==> src/rtl/ifpc_pkg.sv <==
package ifpc_pkg;
   localparam int REG_AW = 3;
   typedef enum logic [REG_AW-1:0] {
      RA_CTRL   = 3'd0,
      RA_THR_LO = 3'd1,
      RA_THR_HI = 3'd2,
      RA_INS_LO = 3'd3,
      RA_INS_HI = 3'd4,
      RA_CYC_LO = 3'd5,
      RA_CYC_HI = 3'd6
   } ifpc_reg_e;
   localparam int CTRL_EN_BIT  = 0;
   localparam int CTRL_CLR_BIT = 1;
   localparam int CTRL_TRG_BIT = 2;
endpackage

==> src/rtl/ifpc_counter.sv <==
module ifpc_counter #(
   parameter int W = 40
) (
   input  logic         clk,
   input  logic         rst,
   input  logic         clr,
   input  logic         inc,
   output logic [W-1:0] count
);
   always_ff @(posedge clk) begin
      if (rst || clr) count <= '0;
      else if (inc)   count <= count + 1'b1;
   end
endmodule

==> src/rtl/ifpc_fetch_port.sv <==
module ifpc_fetch_port #(
   parameter int          AW          = 10,
   parameter int          WAIT_STATES = 1,
   parameter logic [31:0] ROM_SEED    = 32'h5A5A0F0F
) (
   input  logic          clk,
   input  logic          rst,
   input  logic          req,
   input  logic [AW-1:0] addr,
   output logic          wait_o,
   output logic [31:0]   rdata,
   output logic          rvalid,
   output logic          accept
);
   localparam int WW = (WAIT_STATES > 0) ? $clog2(WAIT_STATES + 1) : 1;

   function automatic logic [31:0] rom_word(input logic [AW-1:0] a);
      return (32'(a) * 32'h9E3779B1) ^ ROM_SEED;
   endfunction

   if (WAIT_STATES < 0) begin : g_bad_wait
      $error("WAIT_STATES must not be negative");
   end

   generate
      if (WAIT_STATES == 0) begin : g_nowait
         assign wait_o = 1'b0;
      end else begin : g_wait
         logic [WW-1:0] wcnt;
         assign wait_o = req && (wcnt != WW'(WAIT_STATES));
         always_ff @(posedge clk) begin
            if (rst)                wcnt <= '0;
            else if (req && wait_o) wcnt <= wcnt + 1'b1;
            else                    wcnt <= '0;
         end
      end
   endgenerate

   assign accept = req && !wait_o;

   always_ff @(posedge clk) begin
      if (rst) rvalid <= 1'b0;
      else     rvalid <= accept;
      if (accept) rdata <= rom_word(addr);
   end


   rvalid_after_req_chk: assert property (@(posedge clk) disable iff (rst)
      rvalid |-> $past(req));
endmodule

==> src/rtl/ifpc_regs.sv <==
module ifpc_regs
   import ifpc_pkg::*;
#(
   parameter int CNT_W = 40
) (
   input  logic              clk,
   input  logic              rst,
   input  logic              wr,
   input  logic              rd,
   input  logic [REG_AW-1:0] addr,
   input  logic [31:0]       wdata,
   output logic [31:0]       rdata,
   input  logic [CNT_W-1:0]  instr_cnt,
   input  logic [CNT_W-1:0]  cyc_cnt,
   output logic              enable,
   output logic              clr,
   output logic              trigger
);
   localparam int HI_W = CNT_W - 32;

   logic [CNT_W-1:0] thresh;
   logic [HI_W-1:0]  ins_shadow;
   logic [HI_W-1:0]  cyc_shadow;
   logic             ctrl_wr;

   assign ctrl_wr = wr && (ifpc_reg_e'(addr) == RA_CTRL);
   assign clr     = ctrl_wr && wdata[CTRL_CLR_BIT];

   always_ff @(posedge clk) begin
      if (rst) begin
         enable <= 1'b0;
         thresh <= '0;
      end else if (wr) begin
         case (ifpc_reg_e'(addr))
            RA_CTRL:   enable <= wdata[CTRL_EN_BIT];
            RA_THR_LO: thresh[31:0] <= wdata;
            RA_THR_HI: thresh[CNT_W-1:32] <= wdata[HI_W-1:0];
            default:   ;
         endcase
      end
   end

   always_ff @(posedge clk) begin
      if (rst || clr)                                 trigger <= 1'b0;
      else if ((thresh != '0) && (instr_cnt >= thresh)) trigger <= 1'b1;
   end

   always_ff @(posedge clk) begin
      if (rst) begin
         rdata      <= '0;
         ins_shadow <= '0;
         cyc_shadow <= '0;
      end else if (rd) begin
         case (ifpc_reg_e'(addr))
            RA_CTRL:   rdata <= 32'({trigger, 1'b0, enable});
            RA_THR_LO: rdata <= thresh[31:0];
            RA_THR_HI: rdata <= 32'(thresh[CNT_W-1:32]);
            RA_INS_LO: begin
               rdata      <= instr_cnt[31:0];
               ins_shadow <= instr_cnt[CNT_W-1:32];
            end
            RA_INS_HI: rdata <= 32'(ins_shadow);
            RA_CYC_LO: begin
               rdata      <= cyc_cnt[31:0];
               cyc_shadow <= cyc_cnt[CNT_W-1:32];
            end
            RA_CYC_HI: rdata <= 32'(cyc_shadow);
            default:   rdata <= '0;
         endcase
      end
   end


   trig_sticky_chk: assert property (@(posedge clk) disable iff (rst)
      (trigger && !clr) |=> trigger);
endmodule

==> src/rtl/ifetch_perf_counter.sv <==
module ifetch_perf_counter
   import ifpc_pkg::*;
#(
   parameter int          MEM_DEPTH   = 1024,
   parameter int          WAIT_STATES = 1,
   parameter int          CNT_W       = 40,
   parameter logic [31:0] ROM_SEED    = 32'h5A5A0F0F,
   localparam int         AW          = $clog2(MEM_DEPTH)
) (
   input  logic              clk,
   input  logic              rst,
   input  logic              fetch_req,
   input  logic [AW-1:0]     fetch_addr,
   output logic              fetch_wait,
   output logic [31:0]       fetch_rdata,
   output logic              fetch_rvalid,
   input  logic              reg_wr,
   input  logic              reg_rd,
   input  logic [REG_AW-1:0] reg_addr,
   input  logic [31:0]       reg_wdata,
   output logic [31:0]       reg_rdata,
   output logic              count_trigger
);
   if (CNT_W <= 32 || CNT_W > 63) begin : g_bad_cnt
      $error("CNT_W must lie in 33..63");
   end
   if (MEM_DEPTH < 2 || (1 << AW) != MEM_DEPTH) begin : g_bad_depth
      $error("MEM_DEPTH must be a power of two, at least 2");
   end

   logic             accept;
   logic             enable;
   logic             ctrl_clr;
   logic [1:0]       cnt_inc;
   logic [CNT_W-1:0] cnt_q [2];
   logic [CNT_W-1:0] instr_cnt;
   logic [CNT_W-1:0] cyc_cnt;

   ifpc_fetch_port #(
      .AW(AW), .WAIT_STATES(WAIT_STATES), .ROM_SEED(ROM_SEED)
   ) u_fetch (
      .clk(clk), .rst(rst), .req(fetch_req), .addr(fetch_addr),
      .wait_o(fetch_wait), .rdata(fetch_rdata), .rvalid(fetch_rvalid),
      .accept(accept)
   );

   assign cnt_inc[0] = accept && enable;
   assign cnt_inc[1] = enable;

   for (genvar gi = 0; gi < 2; gi++) begin : g_cnt
      ifpc_counter #(.W(CNT_W)) u_cnt (
         .clk(clk), .rst(rst), .clr(ctrl_clr), .inc(cnt_inc[gi]),
         .count(cnt_q[gi])
      );
   end

   assign instr_cnt = cnt_q[0];
   assign cyc_cnt   = cnt_q[1];

   ifpc_regs #(.CNT_W(CNT_W)) u_regs (
      .clk(clk), .rst(rst), .wr(reg_wr), .rd(reg_rd), .addr(reg_addr),
      .wdata(reg_wdata), .rdata(reg_rdata), .instr_cnt(instr_cnt),
      .cyc_cnt(cyc_cnt), .enable(enable), .clr(ctrl_clr),
      .trigger(count_trigger)
   );


   held_fetch_once_chk: assert property (@(posedge clk) disable iff (rst)
      (fetch_req && fetch_wait && !ctrl_clr) |=> (instr_cnt == $past(instr_cnt)));


   instr_le_cycles_chk: assert property (@(posedge clk) disable iff (rst)
      instr_cnt <= cyc_cnt);


   clear_zeroes_chk: assert property (@(posedge clk) disable iff (rst)
      ctrl_clr |=> (instr_cnt == '0 && cyc_cnt == '0 && !count_trigger));
endmodule

==> config.mk <==
export PLATFORM = sky130hd
export DESIGN_NAME = ifetch_perf_counter
export DESIGN_NICKNAME = d
export VERILOG_FILES = /design/src/rtl/ifpc_pkg.sv /design/src/rtl/ifpc_counter.sv /design/src/rtl/ifpc_fetch_port.sv /design/src/rtl/ifpc_regs.sv /design/src/rtl/ifetch_perf_counter.sv
export SDC_FILE = /design/constraint.sdc
export NUM_CORES = 1
export LEC_CHECK = 0
export BUFFER_PORTS_ARGS = -buffer_cell sky130_fd_sc_hd__buf_4
export CORE_AREA = 4 4 171 173
export DETAILED_ROUTE_END_ITERATION = 6
export DIE_AREA = 0 0 175 177
export GPL_ROUTABILITY_DRIVEN = 0
export PLACE_DENSITY = 0.7
export RECOVER_POWER = 50
export SETUP_SLACK_MARGIN = 0.02
export SYNTH_ARGS = -nofsm -noshare
export SYNTH_HDL_FRONTEND = slang
export SYNTH_SLANG_ARGS = --single-unit
export TNS_END_PERCENT = 1
==> constraint.sdc <==
create_clock -name clk -period 5.9 [get_ports clk]
set_input_delay 0.295 -clock clk [delete_from_list [all_inputs] [get_ports clk]]
set_output_delay 0.295 -clock clk [all_outputs]
set_load 0.01 [all_outputs]
==> impl_metrics.py <==
metrics = {
    "timing": {
        "finClkSkew_ns": 0.0250,
        "finalMaxSlewViolations": 129,
        "tightest_slew_ns": 4.04,
        "post-route-min-period_ns": 5.13,
        "post-route-period-util_pct": 86.9,
        "clock.fmax_mhz": 195,
        "fin_setup_tns_ns": 0,
        "rsz0062_at_grt": "no",
        "hold_slack_ns": 0.0141,
        "slew-limit-headroom_pct": -170,
        "final-hold-violation-count": 0,
        "finalSetupViolations": 0,
    },
    "floorplanning": {
        "die_area_sq_mm": 0.0310,
        "row_count": 61,
        "core_area_sq_mm": 0.0276,
        "die_y_microns": 177,
        "ios": 117,
        "die_w_microns": 175,
        "initial_core_util_pct": 49.3,
    },
    "place": {
        "port_buffers": 116,
        "hpwl_microns": 25900,
    },
    "setup_path": {
        "critPathRequiredTime_ns": 6.22,
        "r2r_end": "g_cnt[0].u_cnt.count[39]",
        "cp.depth": 19,
        "worst_path_max_delay_cell": "fa_1",
        "arrival_ns": 5.45,
        "r2r-start": "u_fetch.g_wait.wcnt",
        "crit_path_start": "fetch_addr[3]",
        "cp_top_family": "adder cells",
        "endpoint_kind": "flop",
        "worst_setup_path_start_kind": "input port",
        "worstSetupPathType": "in -> reg",
        "worst-r2r-cell-count": 8,
        "cp_slowest_stage_delay_ns": 0.52,
        "worstSetupEndpoint": "u_fetch.rdata[31]",
        "path_max_fanout": 6,
        "regToRegSetupSlack_ns": 1.94,
        "path_buf_inv": 5,
        "cp_cell_sequence": "clkbuf_1 > ha_1 > inv_1 > fa_1 > fa_1 > inv_1 > fa_1 > inv_1 > fa_1 > inv_1 > ha_1 > a21oi_1 > o21ai_0 > a221oi_1 > o21a_1 > o211a_1 > a21oi_2 > mux2i_1 > a221oi_1",
    },
    "clock_network": {
        "clock_path_buffers": 3,
        "cts_made_buffers": 24,
        "cts_sinks": 204,
        "htreeDepth": 1,
        "cts_root_buf": "clkbuf_16",
        "cts_tree": "built",
        "clk_latency_ns": 0.53,
        "path_clk_slew_ns": 0.06,
    },
    "synth": {
        "synthAdderAreaFrac_pct": 22.9,
        "synth.most_common_cell": "nand2_1",
        "yosysWarnings": 0,
        "synth_common_cells": "183 x nand2_1, 176 x inv_1, 172 x dfxtp_1",
        "ys_types": 69,
        "ys_seq_area_share_pct": 32.3,
        "syn_inst": 1547,
        "synth_top_cell_by_area": "dfxtp_1",
        "async_flop_share_pct": 0,
        "synth-seq-cells": 204,
        "synth_nets": 1798,
        "syn_avg_cell_area_sq_um": 8.81,
        "synth_top_family_by_area": "adder cells",
        "synth_compound_gate_area_share_pct": 12.1,
        "synth_flop_cell": "dfxtp_1",
        "synth-edff-count": 32,
        "synthMuxAreaShare_pct": 2.84,
        "netlist.area_leader.share_pct": 25.3,
        "yosys.area_share.simple_pct": 16.9,
        "netlist_area_sq_mm": 0.0136,
        "synth.area.top_cells": "dfxtp_1 25%, fa_1 12%, ha_1 11%",
        "synthXorXnorAreaFrac_pct": 6.17,
    },
    "run_status": {
        "status": "complete, but fails checks",
        "violations": "max-capacitance violations, max-slew violations",
    },
    "final_layout": {
        "area_delta_synth_final_pct": 12.8,
        "final_nets": 1887,
        "diodes": 0,
        "drive_gt1_share_pct": 6.77,
        "final_util_pct": 55.6,
        "n_fill_cell": 2545,
    },
    "route": {
        "drt_iter0_markers": 751,
        "drc": 0,
        "vias_per_cell": 5.43,
        "routed_wirelength_microns": 33600,
        "ant_nets": 0,
        "dr.pass1.iters": 7,
        "routedWlPerCell_microns": 16.5,
        "vias": 11033,
    },
    "global_route": {
        "track_usage_pct": 21.6,
        "antenna_found_initial": 0,
        "grt_max_degree": 93,
        "grt-ovfl-total": 0,
        "grt_pass1_wl_microns": 54600,
        "grt_pass1_vias": 10871,
    },
    "power": {
        "p_per_area_mw_per_mm2": 418,
        "power_w": 0.00642,
        "vdd_drop_max_mv": 0.397,
        "p_leak_nw": 6.40,
    },
    "min_path": {
        "hp-class": "in -> reg",
    },
    "job": {
        "maxCapViolCount": 2,
    },
}
==> worst min path at each step <==
stage	cells past startpoint	slack, ns	end	startpoint
floorplan	1	0.43	u_fetch.rdata[1]	fetch_addr[1]
global placement	2	0.44	u_regs.ins_shadow[6]	u_regs.ins_shadow[6]
detailed placement	2	0.45	u_regs.ins_shadow[1]	u_regs.ins_shadow[1]
CTS	3	0.003	u_regs.thresh[25]	reg_wdata[25]
global route	3	0.009	u_regs.thresh[27]	reg_wdata[27]
finish	3	0.01	u_regs.thresh[26]	reg_wdata[26]
==> layout make-up <==
| cell class | instances | area [sq um] | share of cell area, % |
|---|---|---|---|
| flip-flops and latches | 204 | 4400 | 28.6 |
| clock buffers | 32 | 703 | 4.57 |
| clock inverters | 12 | 130 | 0.846 |
| inverters | 176 | 661 | 4.30 |
| repair buffers | 126 | 688 | 4.48 |
| multi-input cells | 1104 | 8320 | 54.1 |
| well taps | 378 | 473 | 3.08 |
==> cell usage in the layout, fill, tap and decap left out, types with 18 or more instances in the layout <==
master | netlist | layout
edfxtp_1 | 32 | 32
xnor2_1 | 43 | 43
mux2i_1 | 33 | 33
dfxtp_1 | 172 | 172
inv_1 | 176 | 176
a21o_1 | 25 | 24
nand3_1 | 33 | 33
a21oi_1 | 113 | 113
nand4_1 | 25 | 25
a22oi_1 | 33 | 33
xor2_1 | 53 | 53
nand2_1 | 183 | 183
clkbuf_1 | 53 | 75
fa_1 | 81 | 81
buf_4 | 2 | 49
ha_1 | 120 | 120
nor2_1 | 147 | 147
and3_1 | 18 | 18
o21ai_0 | 66 | 66
or3_1 | 19 | 19
clkbuf_16 | 0 | 26
==> per-stage QoR <==
stage | instances | worst slack, ns | instance area, sq um
final | 2032 | 0.773 | 15400
after global routing | 2032 | 0.439 | 15400
after CTS | 2032 | 0.921 | 15600
after detailed placement | 1983 | 0.406 | 14800
after global placement | 1983 | 0.501 | 14800
after floorplan | 1547 | 0.859 | 13600
==> routing by layer <==
layer,up-vias,GRT usage (%),wire length (microns)
met5,-,0,0
met3,76,2.48,1620
met4,0,8.25,1250
met1,5291,26.8,13900
met2,277,38.7,16800
li1,5389,-,-
==> power by group <==
part	switching, W	leakage (nW)	internal (W)
Sequential	0.0000390	1.68	0.00167
Combinational	0.00183	4.30	0.00135
Clock	0.000604	0.417	0.000931
Total	0.00248	6.40	0.00395
==> timing repair <==
item,4_1_cts,5_1_grt
buffers inserted,0,0
gates resized for setup,0,0
hold buffers,5,0
hold endpoints to repair,5,0
==> kinds of logic (layout without fill, tap and decap cells) <==
group / Yosys count / after routing
compound gates: 276 / 276
flops: 204 / 204
buf+inv: 239 / 346
xor+xnor: 96 / 96
mux: 38 / 38
fa+ha+maj: 201 / 201
simple gates: 493 / 493
==> worst min-delay path, delay by kind of cell <==
kind	cells	cell delay [ns]
AO/OA/AOI/OAI	1	0.05
buffers and inverters	1	0.11
AND/OR/NAND/NOR	1	0.05
==> sequential cells by signal, indices dropped and copies added (netlist names) <==
name / cells
u_regs.thresh: 40
u_regs.ins_shadow: 8
u_fetch.rvalid: 1
u_regs.cyc_shadow: 8
u_regs.rdata: 32
g_cnt.u_cnt.count: 80
u_regs.trigger: 1
u_regs.enable: 1
u_fetch.g_wait.wcnt: 1
u_fetch.rdata: 32
(Power assumes the default switching activity.)
